## config.mk

```make
export PLATFORM = sky130hd
export DESIGN_NAME = smb_cmd_responder
export DESIGN_NICKNAME = d
export VERILOG_FILES = /design/src/rtl/smbr_pkg.sv /design/src/rtl/smbr_sync.sv /design/src/rtl/smbr_addr_latch.sv /design/src/rtl/smbr_i2c_target.sv /design/src/rtl/smbr_cmd_engine.sv /design/src/rtl/smb_cmd_responder.sv
export SDC_FILE = /design/constraint.sdc
export NUM_CORES = 1
export LEC_CHECK = 0
export BUFFER_PORTS_ARGS = -buffer_cell sky130_fd_sc_hd__buf_2
export CORE_AREA = 2 2 148 150
export DETAILED_ROUTE_END_ITERATION = 10
export DIE_AREA = 0 0 150 152
export HOLD_SLACK_MARGIN = 0.12
export PLACE_DENSITY = 0.58
export SETUP_SLACK_MARGIN = 0.1
export SLEW_MARGIN = 15
export SYNTH_ARGS = -nofsm -noshare
export SYNTH_HDL_FRONTEND = slang
export SYNTH_SLANG_ARGS = --single-unit
```

## constraint.sdc

```tcl
create_clock -name clk -period 3.83 [get_ports clk]
set_input_delay 0.383 -clock clk [delete_from_list [all_inputs] [get_ports clk]]
set_output_delay 0.383 -clock clk [all_outputs]
set_load 0.01 [all_outputs]
```

## src/rtl/smbr_pkg.sv

```systemverilog
package smbr_pkg;

   localparam logic [7:0] CMD_STATUS = 8'h55;
   localparam logic [7:0] CMD_HWADDR = 8'h45;
   localparam logic [7:0] CMD_SENSOR = 8'h90;
   localparam logic [7:0] FILL_BYTE  = 8'hFF;
   localparam logic [4:0] ADDR_BASE  = 5'b01000;

   typedef enum logic [2:0] {
      TS_IDLE,
      TS_ADDR,
      TS_ADDR_ACK,
      TS_WDATA,
      TS_WACK,
      TS_RDATA,
      TS_RACK
   } tgt_state_t;

   typedef enum logic [1:0] {
      PEND_NONE,
      PEND_FILL,
      PEND_CMD
   } pend_kind_t;

   function automatic logic cmd_known(input logic [7:0] c);
      return (c == CMD_STATUS) || (c == CMD_HWADDR) || (c == CMD_SENSOR);
   endfunction

   function automatic logic [7:0] neg8(input logic [7:0] s);
      return 8'(~s + 8'd1);
   endfunction

endpackage

```

## src/rtl/smbr_sync.sv

```systemverilog
module smbr_sync #(
   parameter int               STAGES    = 2,
   parameter int               WIDTH     = 1,
   parameter logic [WIDTH-1:0] RESET_VAL = '1
) (
   input  logic             clk,
   input  logic             rst_n,
   input  logic [WIDTH-1:0] d,
   output logic [WIDTH-1:0] q
);

   if (STAGES < 2) begin : g_bad_stages
      $error("smbr_sync: STAGES must be at least 2");
   end
   if (WIDTH < 1) begin : g_bad_width
      $error("smbr_sync: WIDTH must be at least 1");
   end

   logic [WIDTH-1:0] stg [STAGES];

   for (genvar i = 0; i < STAGES; i++) begin : g_stage
      if (i == 0) begin : g_first
         always_ff @(posedge clk or negedge rst_n) begin
            if (!rst_n) stg[i] <= RESET_VAL;
            else        stg[i] <= d;
         end
      end else begin : g_next
         always_ff @(posedge clk or negedge rst_n) begin
            if (!rst_n) stg[i] <= RESET_VAL;
            else        stg[i] <= stg[i-1];
         end
      end
   end

   assign q = stg[STAGES-1];

endmodule

```

## src/rtl/smbr_addr_latch.sv

```systemverilog
module smbr_addr_latch
   import smbr_pkg::*;
#(
   parameter int DEBOUNCE_CYCLES = 500_000,
   parameter int SYNC_STAGES     = 2
) (
   input  logic       clk,
   input  logic       rst_n,
   input  logic [1:0] geo_n_raw,
   output logic [6:0] addr7,
   output logic       addr_valid
);

   localparam int CW = $clog2(DEBOUNCE_CYCLES + 1);

   if (DEBOUNCE_CYCLES < 1) begin : g_bad_db
      $error("smbr_addr_latch: DEBOUNCE_CYCLES must be positive");
   end

   logic [1:0]    geo_s;
   logic [1:0]    geo_prev;
   logic [CW-1:0] stable_cnt;

   smbr_sync #(.STAGES(SYNC_STAGES), .WIDTH(2), .RESET_VAL(2'b11)) u_geo_sync (
      .clk  (clk),
      .rst_n(rst_n),
      .d    (geo_n_raw),
      .q    (geo_s)
   );

   always_ff @(posedge clk or negedge rst_n) begin
      if (!rst_n) begin
         geo_prev   <= 2'b11;
         stable_cnt <= '0;
         addr7      <= '0;
         addr_valid <= 1'b0;
      end else if (!addr_valid) begin
         if (geo_s != geo_prev) begin
            geo_prev   <= geo_s;
            stable_cnt <= '0;
         end else if (stable_cnt == CW'(DEBOUNCE_CYCLES - 1)) begin
            addr_valid <= 1'b1;
            addr7      <= {ADDR_BASE, ~geo_s[1], ~geo_s[0]};
         end else begin
            stable_cnt <= stable_cnt + 1'b1;
         end
      end
   end

   // address frozen after latch
   a_r2_addr_frozen: assert property (@(posedge clk) disable iff (!rst_n)
      addr_valid |=> (addr_valid && $stable(addr7)));

endmodule

```

## src/rtl/smbr_i2c_target.sv

```systemverilog
module smbr_i2c_target
   import smbr_pkg::*;
(
   input  logic       clk,
   input  logic       rst_n,
   input  logic       scl_s,
   input  logic       sda_s,
   input  logic [6:0] addr7,
   input  logic       addr_valid,
   input  logic       eng_ack,
   input  logic [7:0] rd_byte,
   output logic       sda_low,
   output logic [7:0] wr_data,
   output logic       wr_begin,
   output logic       wr_stb,
   output logic       wr_end,
   output logic       rd_begin,
   output logic       rd_take
);

   tgt_state_t state;
   logic       scl_q, sda_q;
   logic [3:0] bit_cnt;
   logic [7:0] shreg;
   logic       rw;
   logic       in_write;
   logic       mst_ack;

   logic scl_rise, scl_fall, start_c, stop_c;
   assign scl_rise = scl_s & ~scl_q;
   assign scl_fall = ~scl_s & scl_q;
   assign start_c  = scl_s & scl_q & sda_q & ~sda_s;
   assign stop_c   = scl_s & scl_q & ~sda_q & sda_s;

   assign wr_data = shreg;

   always_ff @(posedge clk or negedge rst_n) begin
      if (!rst_n) begin
         scl_q <= 1'b1;
         sda_q <= 1'b1;
      end else begin
         scl_q <= scl_s;
         sda_q <= sda_s;
      end
   end

   always_ff @(posedge clk or negedge rst_n) begin
      if (!rst_n) begin
         state    <= TS_IDLE;
         bit_cnt  <= '0;
         shreg    <= '0;
         rw       <= 1'b0;
         in_write <= 1'b0;
         mst_ack  <= 1'b0;
         sda_low  <= 1'b0;
         wr_begin <= 1'b0;
         wr_stb   <= 1'b0;
         wr_end   <= 1'b0;
         rd_begin <= 1'b0;
         rd_take  <= 1'b0;
      end else begin
         wr_begin <= 1'b0;
         wr_stb   <= 1'b0;
         wr_end   <= 1'b0;
         rd_begin <= 1'b0;
         rd_take  <= 1'b0;
         if (stop_c) begin
            state    <= TS_IDLE;
            sda_low  <= 1'b0;
            wr_end   <= in_write;
            in_write <= 1'b0;
         end else if (start_c) begin
            state    <= TS_ADDR;
            bit_cnt  <= '0;
            sda_low  <= 1'b0;
            wr_end   <= in_write;
            in_write <= 1'b0;
         end else begin
            unique case (state)
               TS_IDLE: ;
               TS_ADDR, TS_WDATA: begin
                  if (scl_rise) begin
                     shreg   <= {shreg[6:0], sda_s};
                     bit_cnt <= bit_cnt + 1'b1;
                  end else if (scl_fall && bit_cnt == 4'd8) begin
                     if (state == TS_ADDR) begin
                        if (addr_valid && shreg[7:1] == addr7) begin
                           sda_low <= 1'b1;
                           rw      <= shreg[0];
                           state   <= TS_ADDR_ACK;
                           if (shreg[0]) rd_begin <= 1'b1;
                           else begin
                              wr_begin <= 1'b1;
                              in_write <= 1'b1;
                           end
                        end else begin
                           state <= TS_IDLE;
                        end
                     end else begin
                        wr_stb <= 1'b1;
                        if (eng_ack) begin
                           sda_low <= 1'b1;
                           state   <= TS_WACK;
                        end else begin
                           state    <= TS_IDLE;
                           in_write <= 1'b0;
                        end
                     end
                  end
               end
               TS_ADDR_ACK: begin
                  if (scl_fall) begin
                     if (rw) begin
                        shreg   <= rd_byte;
                        rd_take <= 1'b1;
                        sda_low <= ~rd_byte[7];
                        bit_cnt <= 4'd1;
                        state   <= TS_RDATA;
                     end else begin
                        sda_low <= 1'b0;
                        bit_cnt <= '0;
                        state   <= TS_WDATA;
                     end
                  end
               end
               TS_WACK: begin
                  if (scl_fall) begin
                     sda_low <= 1'b0;
                     bit_cnt <= '0;
                     state   <= TS_WDATA;
                  end
               end
               TS_RDATA: begin
                  if (scl_fall) begin
                     if (bit_cnt == 4'd8) begin
                        sda_low <= 1'b0;
                        state   <= TS_RACK;
                     end else begin
                        sda_low <= ~shreg[6];
                        shreg   <= {shreg[6:0], 1'b0};
                        bit_cnt <= bit_cnt + 1'b1;
                     end
                  end
               end
               TS_RACK: begin
                  if (scl_rise) begin
                     mst_ack <= ~sda_s;
                  end else if (scl_fall) begin
                     if (mst_ack) begin
                        shreg   <= rd_byte;
                        rd_take <= 1'b1;
                        sda_low <= ~rd_byte[7];
                        bit_cnt <= 4'd1;
                        state   <= TS_RDATA;
                     end else begin
                        state <= TS_IDLE;
                     end
                  end
               end
               default: state <= TS_IDLE;
            endcase
         end
      end
   end

   // line released while idle
   a_r12_idle_released: assert property (@(posedge clk) disable iff (!rst_n)
      (state == TS_IDLE) |-> !sda_low);
   // line released while the manager sends bits
   a_r12_rx_released: assert property (@(posedge clk) disable iff (!rst_n)
      (state == TS_ADDR || state == TS_WDATA) |-> !sda_low);
   // no acknowledge before the address has latched
   a_r1_ack_needs_addr: assert property (@(posedge clk) disable iff (!rst_n)
      (state == TS_ADDR_ACK) |-> addr_valid);

endmodule

```

## src/rtl/smbr_cmd_engine.sv

```systemverilog
module smbr_cmd_engine
   import smbr_pkg::*;
#(
   parameter int SENS_BYTES = 4
) (
   input  logic                    clk,
   input  logic                    rst_n,
   input  logic [7:0]              wr_data,
   input  logic                    wr_begin,
   input  logic                    wr_stb,
   input  logic                    wr_end,
   input  logic                    rd_begin,
   input  logic                    rd_take,
   input  logic [6:0]              addr7,
   input  logic                    inhibit_n_s,
   input  logic                    enable_n_s,
   input  logic [SENS_BYTES*8-1:0] sensor,
   output logic                    eng_ack,
   output logic [7:0]              rd_byte
);

   localparam int RSP_MAX = SENS_BYTES + 2;
   localparam int IDXW    = $clog2(RSP_MAX + 1) + 1;

   if (SENS_BYTES < 1 || SENS_BYTES > 16) begin : g_bad_sens
      $error("smbr_cmd_engine: SENS_BYTES must be 1..16");
   end

   // request capture
   logic [2:0] req_cnt;
   logic [7:0] req_cmd, req_data, req_sum;
   // pending response
   pend_kind_t pend_kind;
   logic [7:0] pend_cmd;
   // status register
   logic       ovr;
   logic [4:0] st_mid;
   logic [7:0] streak_byte;
   logic [1:0] streak_cnt;
   // response walk
   logic [IDXW-1:0] rsp_idx;
   logic [7:0]      rsp_sum;
   logic [1:0]      snap_pins;

   logic [7:0] sens_b [SENS_BYTES];
   for (genvar k = 0; k < SENS_BYTES; k++) begin : g_sens_split
      assign sens_b[k] = sensor[(SENS_BYTES-1-k)*8 +: 8];
   end

   assign eng_ack = (req_cnt == 3'd0) ? cmd_known(wr_data) : 1'b1;

   logic req_len_ok, req_ok;
   always_comb begin
      if (req_cmd == CMD_STATUS) req_len_ok = (req_cnt == 3'd2) || (req_cnt == 3'd3);
      else                       req_len_ok = (req_cnt == 3'd2);
      req_ok = req_len_ok && (req_sum == 8'd0) && cmd_known(req_cmd);
   end

   logic [1:0] streak_nxt;
   always_comb begin
      if (streak_cnt != 2'd0 && req_data == streak_byte)
         streak_nxt = (streak_cnt == 2'd3) ? 2'd3 : streak_cnt + 2'd1;
      else
         streak_nxt = 2'd1;
   end

   always_ff @(posedge clk or negedge rst_n) begin
      if (!rst_n) begin
         req_cnt     <= '0;
         req_cmd     <= '0;
         req_data    <= '0;
         req_sum     <= '0;
         pend_kind   <= PEND_NONE;
         pend_cmd    <= '0;
         ovr         <= 1'b0;
         st_mid      <= '0;
         streak_byte <= '0;
         streak_cnt  <= '0;
      end else begin
         if (wr_begin) begin
            req_cnt <= '0;
            req_sum <= '0;
         end else if (wr_stb) begin
            req_sum <= req_sum + wr_data;
            if (req_cnt != 3'd4) req_cnt <= req_cnt + 3'd1;
            if (req_cnt == 3'd0) begin
               req_cmd <= wr_data;
               if (!cmd_known(wr_data)) pend_kind <= PEND_NONE;
            end
            if (req_cnt == 3'd1) req_data <= wr_data;
         end else if (wr_end && req_cnt != 3'd0) begin
            if (req_ok) begin
               pend_kind <= PEND_CMD;
               pend_cmd  <= req_cmd;
               if (req_cmd == CMD_STATUS && req_cnt == 3'd3) begin
                  st_mid      <= req_data[6:2];
                  streak_byte <= req_data;
                  streak_cnt  <= streak_nxt;
                  if (!req_data[7])              ovr <= 1'b0;
                  else if (streak_nxt == 2'd3)   ovr <= 1'b1;
               end else begin
                  streak_cnt <= '0;
               end
            end else begin
               pend_kind <= PEND_FILL;
            end
         end
      end
   end

   logic [IDXW-1:0] rsp_len;
   logic [IDXW-1:0] pidx;
   logic [7:0]      payload;
   always_comb begin
      unique case (pend_cmd)
         CMD_SENSOR: rsp_len = IDXW'(RSP_MAX);
         default:    rsp_len = IDXW'(3);
      endcase
      pidx    = rsp_idx - 1'b1;
      payload = FILL_BYTE;
      if (pend_cmd == CMD_STATUS)      payload = {ovr, st_mid, snap_pins};
      else if (pend_cmd == CMD_HWADDR) payload = {1'b0, addr7};
      else begin
         for (int k = 0; k < SENS_BYTES; k++)
            if (pidx == IDXW'(k)) payload = sens_b[k];
      end
      if (pend_kind != PEND_CMD || rsp_idx >= rsp_len) rd_byte = FILL_BYTE;
      else if (rsp_idx == '0)                          rd_byte = pend_cmd;
      else if (rsp_idx == rsp_len - 1'b1)              rd_byte = neg8(rsp_sum);
      else                                             rd_byte = payload;
   end

   always_ff @(posedge clk or negedge rst_n) begin
      if (!rst_n) begin
         rsp_idx   <= '0;
         rsp_sum   <= '0;
         snap_pins <= 2'b11;
      end else if (rd_begin) begin
         rsp_idx   <= '0;
         rsp_sum   <= '0;
         snap_pins <= {inhibit_n_s, enable_n_s};
      end else if (rd_take) begin
         rsp_sum <= rsp_sum + rd_byte;
         if (rsp_idx < rsp_len) rsp_idx <= rsp_idx + 1'b1;
      end
   end

   // rejected request leaves status untouched
   a_r8_reject_keeps_status: assert property (@(posedge clk) disable iff (!rst_n)
      (wr_end && req_cnt != 3'd0 && !req_ok) |=> $stable({ovr, st_mid}));
   // override rises only at the end of a three-write run
   a_r7_override_run: assert property (@(posedge clk) disable iff (!rst_n)
      $rose(ovr) |-> (streak_cnt == 2'd3 && streak_byte[7]));
   // unknown command empties the pending response
   a_r9_unknown_clears: assert property (@(posedge clk) disable iff (!rst_n)
      (wr_stb && req_cnt == 3'd0 && !eng_ack) |=> (pend_kind == PEND_NONE));
   // status bits only move on a completed request
   a_r6_status_on_end: assert property (@(posedge clk) disable iff (!rst_n)
      !$past(wr_end) |-> $stable(st_mid));

endmodule

```

## src/rtl/smb_cmd_responder.sv

```systemverilog
module smb_cmd_responder
   import smbr_pkg::*;
#(
   parameter int SYNC_STAGES     = 2,
   parameter int DEBOUNCE_CYCLES = 500_000,
   parameter int SENS_BYTES      = 4
) (
   input  logic                    clk,
   input  logic                    rst_n,
   input  logic                    scl_i,
   input  logic                    sda_i,
   output logic                    sda_pull_low_o,
   input  logic [1:0]              geo_addr_n_i,
   input  logic                    inhibit_n_i,
   input  logic                    enable_n_i,
   input  logic [SENS_BYTES*8-1:0] sensor_data_i
);

   logic [3:0] lines_s;
   logic [6:0] addr7;
   logic       addr_valid;
   logic       eng_ack;
   logic [7:0] rd_byte, wr_data;
   logic       wr_begin, wr_stb, wr_end, rd_begin, rd_take;

   smbr_sync #(.STAGES(SYNC_STAGES), .WIDTH(4), .RESET_VAL(4'hF)) u_line_sync (
      .clk  (clk),
      .rst_n(rst_n),
      .d    ({scl_i, sda_i, inhibit_n_i, enable_n_i}),
      .q    (lines_s)
   );

   smbr_addr_latch #(.DEBOUNCE_CYCLES(DEBOUNCE_CYCLES), .SYNC_STAGES(SYNC_STAGES)) u_addr (
      .clk       (clk),
      .rst_n     (rst_n),
      .geo_n_raw (geo_addr_n_i),
      .addr7     (addr7),
      .addr_valid(addr_valid)
   );

   smbr_i2c_target u_tgt (
      .clk       (clk),
      .rst_n     (rst_n),
      .scl_s     (lines_s[3]),
      .sda_s     (lines_s[2]),
      .addr7     (addr7),
      .addr_valid(addr_valid),
      .eng_ack   (eng_ack),
      .rd_byte   (rd_byte),
      .sda_low   (sda_pull_low_o),
      .wr_data   (wr_data),
      .wr_begin  (wr_begin),
      .wr_stb    (wr_stb),
      .wr_end    (wr_end),
      .rd_begin  (rd_begin),
      .rd_take   (rd_take)
   );

   smbr_cmd_engine #(.SENS_BYTES(SENS_BYTES)) u_eng (
      .clk        (clk),
      .rst_n      (rst_n),
      .wr_data    (wr_data),
      .wr_begin   (wr_begin),
      .wr_stb     (wr_stb),
      .wr_end     (wr_end),
      .rd_begin   (rd_begin),
      .rd_take    (rd_take),
      .addr7      (addr7),
      .inhibit_n_s(lines_s[1]),
      .enable_n_s (lines_s[0]),
      .sensor     (sensor_data_i),
      .eng_ack    (eng_ack),
      .rd_byte    (rd_byte)
   );

endmodule

```

==> results of run 1 <==
## layout make-up
class,instances,share of cell area [%]
multi-input cells,578,45.5
flip-flops and latches,125,36.0
repair buffers,85,6.53
clock buffers,20,5.33
well taps,280,4.00
clock inverters,12,1.56
inverters,26,1.11
## cell families (layout without fill, tap and decap cells)
kind of cell    Yosys count  in the layout  synth area share (%)
compound gates          156            156                  14.2
mux                      47             47                  7.00
flops                   125            125                  43.0
simple gates            293            293                  20.7
fa+ha+maj                33             33                  5.84
xor+xnor                 49             49                  5.86
buf+inv                  57            143                  3.35
## routing by layer
metal | up-vias | GRT usage, % | part of all wire [%] | wire (um)
li1 | 2867 | - | - | -
met2 | 123 | 23.7 | 45 | 7640
met4 | 0 | 4.18 | 1.5 | 246
met5 | - | 0 | 0 | 0
met3 | 21 | 4.05 | 4.8 | 808
met1 | 2779 | 21.3 | 49 | 8210
## cells in the mapped netlist, drive strengths merged (21+ instances only)
cell / n
inv: 26
a21oi: 39
nor2: 89
xor2: 30
ha: 31
clkbuf: 22
o21ai: 41
mux2: 34
dfrtp: 107
nor2b: 21
nor3: 25
nand2: 64
## cells in the final DEF, fill, tap and decap left out, types with 4 or more instances in the layout
cell type / instances
o21ai_1: 8
nand2_1: 62
dlygate4sd3_1: 6
clkbuf_16: 17
a21o_1: 8
nand4_1: 8
buf_4: 38
o211ai_1: 4
nand2b_1: 10
inv_1: 26
mux2_1: 11
o311ai_0: 6
dfrtp_1: 107
and3_1: 11
nor2b_1: 21
a211oi_1: 5
xor2_1: 30
o21a_1: 5
o31ai_1: 6
a31oi_1: 4
nor3_1: 23
mux2_2: 23
nand3_1: 16
mux2i_1: 13
nor3b_1: 9
xnor2_1: 19
nor2_1: 87
a21oi_1: 36
buf_2: 39
nor4_1: 8
dfstp_2: 18
o21ai_0: 32
ha_1: 29
and2_1: 5
## per-stage QoR
step,instances,utilization (%),TNS (ps),worst slack [ps],hold slack [ps]
5_1_grt,1126,41.0,-232,-117,191
4_1_cts,1123,40.8,0,47.4,147
3_5_place_dp,1080,37.4,-81.3,-54.5,347
3_3_place_gp,1080,37.4,-3.22,-3.22,346
2_1_floorplan,760,-,0,121,87.4
6_report,1126,41.0,0,105,99.5
## power groups by stage
| stage | registers [mW] | clock network (mW) | logic [mW] |
|---|---|---|---|
| global route | 1.85 | 1.72 | 1.13 |
| floorplan | 1.66 | 0 | 0.842 |
| detailed placement | 1.83 | 0 | 0.977 |
| CTS | 1.81 | 1.66 | 0.986 |
| finish | 1.81 | 1.63 | 0.979 |
| global placement | 1.83 | 0 | 0.961 |
## worst max-delay path, delay by kind of cell, from the launching register on
kind                     cells  cell delay [ps]
adder cells (fa/ha/maj)      2              600
AO/OA/AOI/OAI                8             1380
AND/OR/NAND/NOR              7             1230
flip-flops                   1              390
## sequential cells by signal, summed over array words and instances (netlist names), 2 cells and up
name / count
u_addr.addr7: 3
u_addr.geo_prev: 2
u_addr.stable_cnt: 19
u_addr.u_geo_sync.q: 2
u_addr.u_geo_sync.stg: 2
u_eng.pend_cmd: 8
u_eng.pend_kind: 2
u_eng.req_cmd: 8
u_eng.req_cnt: 3
u_eng.req_data: 8
u_eng.req_sum: 8
u_eng.rsp_idx: 4
u_eng.rsp_sum: 8
u_eng.snap_pins: 2
u_eng.streak_byte: 8
u_eng.streak_cnt: 2
u_line_sync.q: 4
u_line_sync.stg: 4
u_tgt.bit_cnt: 4
u_tgt.state: 3
u_tgt.wr_data: 8
## worst max-delay path by stage
stage | endpoint | depth (start not counted)
6_report | u_eng.rsp_sum[7] | 17
5_1_grt | u_eng.rsp_sum[7] | 17
4_1_cts | u_eng.rsp_sum[7] | 17
3_5_place_dp | u_eng.rsp_sum[7] | 17
3_3_place_gp | u_eng.rsp_sum[7] | 17
2_1_floorplan | u_eng.rsp_sum[7] | 17
## repair_timing
action,4_1_cts,5_1_grt
buffers inserted,5,3
hold buffers,6,0
resized for setup,5,8
setup endpoints to repair,2,4
hold endpoints to repair,6,0
pin swaps,18,12
==> impl_metrics.prom, run 1 <==
# TYPE chip_impl_metric gauge
chip_impl_info{name="outcome",value="completed"} 1
chip_impl_metric{name="multi_input_logic_area",unit="um2"} 3990
chip_impl_metric{name="intPower",unit="mW"} 2.97
chip_impl_metric{name="slew-limit-headroom",unit="%"} 37.8
chip_impl_metric{name="yosys_register_bits",unit=""} 125
chip_impl_metric{name="p_clk_share",unit="%"} 36.9
chip_impl_metric{name="insertion_delay",unit="ps"} 420
chip_impl_metric{name="synth-edff-count",unit=""} 0
chip_impl_metric{name="timing.fmax",unit="MHz"} 268
chip_impl_metric{name="power.share.switching",unit="%"} 32.9
chip_impl_metric{name="report.final.setup_viol",unit=""} 0
chip_impl_metric{name="syn-cell-area",unit="um2"} 7330
chip_impl_metric{name="antenna_violating_nets_post_route",unit=""} 0
chip_impl_info{name="timing_worst_setup_path_type",value="reg2reg"} 1
chip_impl_info{name="cts-root-buf",value="clkbuf_16"} 1
chip_impl_info{name="synth.area.top_cells",value="dfrtp_1 37%, dfstp_2 6.5%, ha_1 5.3%"} 1
chip_impl_metric{name="worst_r2r_path_depth",unit=""} 17
chip_impl_metric{name="timing_worst_slew_pin_value",unit="ps"} 920
chip_impl_metric{name="leakagePower",unit="nW"} 3.93
chip_impl_metric{name="final_layout_size_suffix_gt1_share",unit="%"} 21.2
chip_impl_metric{name="synth_warnings",unit=""} 0
chip_impl_metric{name="cellPowerDensity",unit="nW/um2"} 505
chip_impl_metric{name="fp.coreArea",unit="um2"} 21400
chip_impl_info{name="hold_path.class",value="in2async"} 1
chip_impl_metric{name="seqPwrFrac",unit="%"} 41.0
chip_impl_metric{name="max_root_sink_buffers",unit=""} 2
chip_impl_metric{name="critPathMaxStageDelay",unit="ps"} 390
chip_impl_metric{name="detail_route.drc_violations",unit=""} 0
chip_impl_metric{name="netlist_instances",unit=""} 760
chip_impl_metric{name="clk_transition_reported_paths",unit="ps"} 60
chip_impl_info{name="r2r-end",value="u_eng.rsp_sum[7]"} 1
chip_impl_metric{name="fin_area",unit="um2"} 8760
chip_impl_metric{name="layout_min_cycle_time",unit="ps"} 3720
chip_impl_metric{name="detail_route.first_pass.iterations",unit=""} 5
chip_impl_metric{name="pin_count",unit=""} 41
chip_impl_metric{name="path_max_fanout",unit=""} 3
chip_impl_metric{name="timing_max_transition_violations_final",unit=""} 0
chip_impl_metric{name="num-nets-final",unit=""} 906
chip_impl_metric{name="dieArea",unit="um2"} 22800
chip_impl_metric{name="critPathArrivalTime",unit="ps"} 4020
chip_impl_info{name="cpMaxStageDelayCell",value="dfrtp_1"} 1
chip_impl_info{name="yosys_most_used_dff",value="dfrtp_1"} 1
chip_impl_metric{name="rows",unit=""} 54
chip_impl_metric{name="wire_length_of_the_first_global_routing_pass",unit="um"} 28100
chip_impl_metric{name="postPlaceCellArea",unit="um2"} 7990
chip_impl_metric{name="total_switching_power",unit="mW"} 1.45
chip_impl_metric{name="areaGrowthSynthToFinish",unit="%"} 19.5
chip_impl_info{name="cts_tree",value="yes"} 1
chip_impl_info{name="critical_path.cell_chain",value="nor3_2 > nand3_1 > ha_1 > or3b_1 > a311o_1 > nand2_2 > a21oi_2 > a22o_1 > nor2_2 > o21ai_1 > ha_1 > a21o_1 > a211oi_2 > o21ai_1 > and2_4 > a221oi_2 > nand4_1"} 1
chip_impl_info{name="crit-reg2reg-launch",value="u_eng.pend_cmd[1]"} 1
chip_impl_metric{name="dp.final_hpwl",unit="um"} 11900
chip_impl_metric{name="timing.critical_path.required",unit="ps"} 4130
chip_impl_metric{name="fin_worst_skew",unit="ps"} 7.87
chip_impl_metric{name="n_fill_cell",unit=""} 2116
chip_impl_metric{name="first_iter_violations",unit=""} 390
chip_impl_metric{name="postSynth.asyncResetShare",unit="%"} 100
chip_impl_metric{name="finalWeightedCongestion",unit=""} 0.863
chip_impl_metric{name="die_h",unit="um"} 152
chip_impl_info{name="unrepaired_setup_endpoints_after_global_routing",value="true"} 1
chip_impl_metric{name="ys_types",unit=""} 76
chip_impl_metric{name="drt_wl_total",unit="um"} 16900
chip_impl_info{name="setup.worst_path.start_class",value="flip-flop"} 1
chip_impl_metric{name="vias",unit=""} 5790
chip_impl_metric{name="htreeDepth",unit=""} 4
chip_impl_metric{name="global_route.usage.total",unit="%"} 15.3
chip_impl_metric{name="grt_start_max_net_pins",unit=""} 72
chip_impl_metric{name="seq_area_frac_synth",unit="%"} 43.0
chip_impl_metric{name="power.ir.vdd_worst",unit="uV"} 320
chip_impl_metric{name="synth_largest_type_area_fraction",unit="%"} 36.5
chip_impl_metric{name="horiz_die_dim",unit="um"} 150
chip_impl_info{name="endpoint_kind",value="flip-flop"} 1
chip_impl_metric{name="number_of_global_route_vias_before_repair",unit=""} 5528
chip_impl_metric{name="numCtsBuffers",unit=""} 17
chip_impl_metric{name="grt_overflow",unit=""} 0
chip_impl_metric{name="regArea",unit="um2"} 3150
chip_impl_metric{name="average_size_of_a_mapped_cell",unit="um2"} 9.64
chip_impl_metric{name="numClockSinks",unit=""} 125
chip_impl_metric{name="placement.io_buffers",unit=""} 40
chip_impl_metric{name="p_total",unit="mW"} 4.42
chip_impl_metric{name="power_share_of_the_combinational_group",unit="%"} 22.1
chip_impl_info{name="synth_top_area_cell",value="dfrtp_1"} 1
chip_impl_metric{name="wl_per_cell",unit="um"} 15.0
chip_impl_metric{name="regToRegSetupSlack",unit="ps"} 110
chip_impl_metric{name="via_per_inst",unit=""} 5.14
chip_impl_metric{name="antenna_cells_inserted",unit=""} 0
chip_impl_metric{name="initial_antenna_violation_count",unit=""} 0
chip_impl_metric{name="final.period_utilization",unit="%"} 97.3
chip_impl_metric{name="floorplan.initialDensity",unit="%"} 34.3
chip_impl_metric{name="postSynthNetCount",unit=""} 833
chip_impl_metric{name="max-cap-violations",unit=""} 0
chip_impl_metric{name="finalHoldViolCount",unit=""} 0
chip_impl_info{name="timing.critical_path.from",value="u_eng.pend_cmd[1]"} 1
Power figures use the tool's default switching activity.
==> run 2: changes to the inputs <==
REMOVE_ABC_BUFFERS = 1   (was default)
==> impl_metrics.prom, run 2 (synthesized netlist as in run 1, its figures left out) <==
# TYPE chip_impl_metric gauge
chip_impl_info{name="outcome",value="completed"} 1
chip_impl_metric{name="rows",unit=""} 54
chip_impl_info{name="final_common_cell",value="dfrtp_1"} 1
chip_impl_metric{name="global_route.usage.total",unit="%"} 15.8
chip_impl_metric{name="grt_overflow",unit=""} 0
chip_impl_metric{name="max-cap-violations",unit=""} 0
chip_impl_metric{name="htreeDepth",unit=""} 4
chip_impl_metric{name="drt_wl_total",unit="um"} 17300
chip_impl_info{name="hold_path.class",value="reg2reg"} 1
chip_impl_metric{name="antenna_violating_nets_post_route",unit=""} 0
chip_impl_metric{name="horiz_die_dim",unit="um"} 150
chip_impl_metric{name="pin_count",unit=""} 41
chip_impl_metric{name="slew-limit-headroom",unit="%"} 28.1
chip_impl_metric{name="areaGrowthSynthToFinish",unit="%"} 20.8
chip_impl_metric{name="timing_max_transition_violations_final",unit=""} 0
chip_impl_metric{name="critPathArrivalTime",unit="ps"} 4120
chip_impl_metric{name="wl_per_cell",unit="um"} 15.2
chip_impl_metric{name="largest_reg_flops",unit=""} 19
chip_impl_info{name="registers.top_by_ff_count",value="u_addr.stable_cnt"} 1
chip_impl_metric{name="antenna_cells_inserted",unit=""} 0
chip_impl_metric{name="detail_route.drc_violations",unit=""} 0
chip_impl_metric{name="fp.coreArea",unit="um2"} 21400
chip_impl_metric{name="initial_antenna_violation_count",unit=""} 0
chip_impl_metric{name="placement.io_buffers",unit=""} 40
chip_impl_metric{name="max_root_sink_buffers",unit=""} 2
chip_impl_metric{name="cellPowerDensity",unit="nW/um2"} 491
chip_impl_metric{name="num-nets-final",unit=""} 922
chip_impl_metric{name="detail_route.first_pass.iterations",unit=""} 5
chip_impl_metric{name="timing_worst_slew_pin_value",unit="ps"} 1070
chip_impl_metric{name="finalHoldViolCount",unit=""} 0
chip_impl_metric{name="placed_cells",unit=""} 1095
chip_impl_metric{name="final.period_utilization",unit="%"} 98.5
chip_impl_metric{name="dieArea",unit="um2"} 22800
chip_impl_metric{name="clk_transition_reported_paths",unit="ps"} 60
chip_impl_metric{name="numCtsBuffers",unit=""} 17
chip_impl_info{name="cts_tree",value="yes"} 1
chip_impl_metric{name="stdcell_count",unit=""} 1142
chip_impl_metric{name="fin_util",unit="%"} 41.5
chip_impl_metric{name="report.final.setup_viol",unit=""} 0
chip_impl_metric{name="dp.final_hpwl",unit="um"} 12300
chip_impl_info{name="most_used_cells_in_the_layout_excluding_fill_and_tap_cells",value="107 x dfrtp_1, 89 x nor2_1, 61 x nand2_1"} 1
chip_impl_metric{name="leakagePower",unit="nW"} 3.98
chip_impl_metric{name="power.ir.vdd_worst",unit="uV"} 355
chip_impl_info{name="timing_worst_setup_path_type",value="reg2reg"} 1
chip_impl_metric{name="layout_setup_ws",unit="ps"} 57.0
chip_impl_metric{name="timing.fmax",unit="MHz"} 265
chip_impl_info{name="setup.worst_path.start_class",value="flip-flop"} 1
chip_impl_metric{name="floorplan.initialDensity",unit="%"} 34.3
chip_impl_metric{name="dp_slack",unit="ps"} -224
chip_impl_metric{name="wire_length_of_the_first_global_routing_pass",unit="um"} 28700
chip_impl_metric{name="final_layout_size_suffix_gt1_share",unit="%"} 22.6
chip_impl_metric{name="postPlaceCellArea",unit="um2"} 8080
chip_impl_metric{name="insertion_delay",unit="ps"} 420
chip_impl_metric{name="vias",unit=""} 5836
chip_impl_metric{name="first_iter_violations",unit=""} 379
chip_impl_metric{name="fin_area",unit="um2"} 8850
chip_impl_metric{name="numClockSinks",unit=""} 125
chip_impl_info{name="unrepaired_setup_endpoints_after_global_routing",value="true"} 1
chip_impl_metric{name="grt_start_max_net_pins",unit=""} 65
chip_impl_info{name="endpoint_kind",value="flip-flop"} 1
chip_impl_metric{name="finalWeightedCongestion",unit=""} 0.834
chip_impl_metric{name="number_of_global_route_vias_before_repair",unit=""} 5541
chip_impl_info{name="cts-root-buf",value="clkbuf_16"} 1
chip_impl_metric{name="die_h",unit="um"} 152
chip_impl_metric{name="timing.critical_path.required",unit="ps"} 4180
chip_impl_metric{name="fin_worst_skew",unit="ps"} 7.98
chip_impl_metric{name="via_per_inst",unit=""} 5.11
chip_impl_metric{name="layout_min_cycle_time",unit="ps"} 3770
chip_impl_metric{name="path_max_fanout",unit=""} 3
==> run 2: changes by cell type in the layout (fill, tap and decap cells not counted), moves of 2 or more <==
cell	change
buf_4	+15
clkbuf_8	-3
clkinv_4	-3
inv_6	+3
clkinvlp_4	+2
nor2_1	+2
nor2_2	-2
o21ai_2	+2
==> run 2: per-stage QoR <==
stage / setup TNS, ps / power (mW) / hold WS (ps)
after floorplan: -177 / 2.47 / 87.4
after global placement: -238 / 2.80 / 346
after detailed placement: -463 / 2.82 / 347
after CTS: 0 / 4.39 / 355
after global routing: -235 / 4.64 / 359
final: 0 / 4.34 / 355
==> run 2: layout make-up <==
| cell class | instances | area (um2) |
|---|---|---|
| Fill cell | 2145 | 12500 |
| Multi-Input combinational cell | 578 | 4010 |
| Sequential cell | 125 | 3150 |
| Timing Repair Buffer | 101 | 686 |
| Clock buffer | 18 | 429 |
| Tap cell | 280 | 350 |
| Clock inverter | 14 | 133 |
| Inverter | 26 | 97.6 |
==> run 2: timing repair <==
action / CTS / global route
hold buffers: 7 / 0
pin swaps: 14 / 6
gates cloned: 0 / 0
endpoints found under the hold margin: 64 / 0
setup buffers: 4 / 4
setup endpoints to repair: 4 / 5
gates resized for setup: 15 / 6
==> run 2: worst paths after layout <==
kind	start	to	slack, ps	depth (start not counted)
worst min-delay path	u_line_sync.stg[6]	u_line_sync.q[2]	350	0
worst max-delay path	u_eng.pend_cmd[3]	u_eng.rsp_sum[7]	60	17
worst min register to register	u_line_sync.stg[6]	u_line_sync.q[2]	350	0
worst max register to register	u_eng.pend_cmd[3]	u_eng.rsp_sum[7]	60	17
min in group asynchronous	rst_n	u_eng.streak_byte[7]	510	2
max in group asynchronous	rst_n	u_tgt.scl_q	2410	3
==> run 2: layer usage <==
layer  GRT usage (%)  vias up  routed length [um]
li1                -     2906                   -
met1            21.8     2797                8430
met2            24.7      108                7900
met3            3.30       25                 657
met4            5.44        0                 353
met5               0        -                   0
==> run 2: power by group <==
part	internal, mW	switching, mW
registers	1.50	0.318
logic	0.454	0.530
clock network	0.902	0.638
total	2.86	1.49
==> run 2: worst max-delay path, cell delays in order, from the launching register on <==
cell,delay (ps)
dfrtp_1,380
nor3_2,210
nand3_1,140
ha_1,320
or3b_1,360
a311o_1,300
nand2_2,80
a21oi_1,40
a22o_1,220
nor2_1,140
o21ai_1,80
ha_1,290
a21o_1,180
a211oi_2,220
o21ai_1,130
and2_4,160
o32a_1,340
nand4_1,90
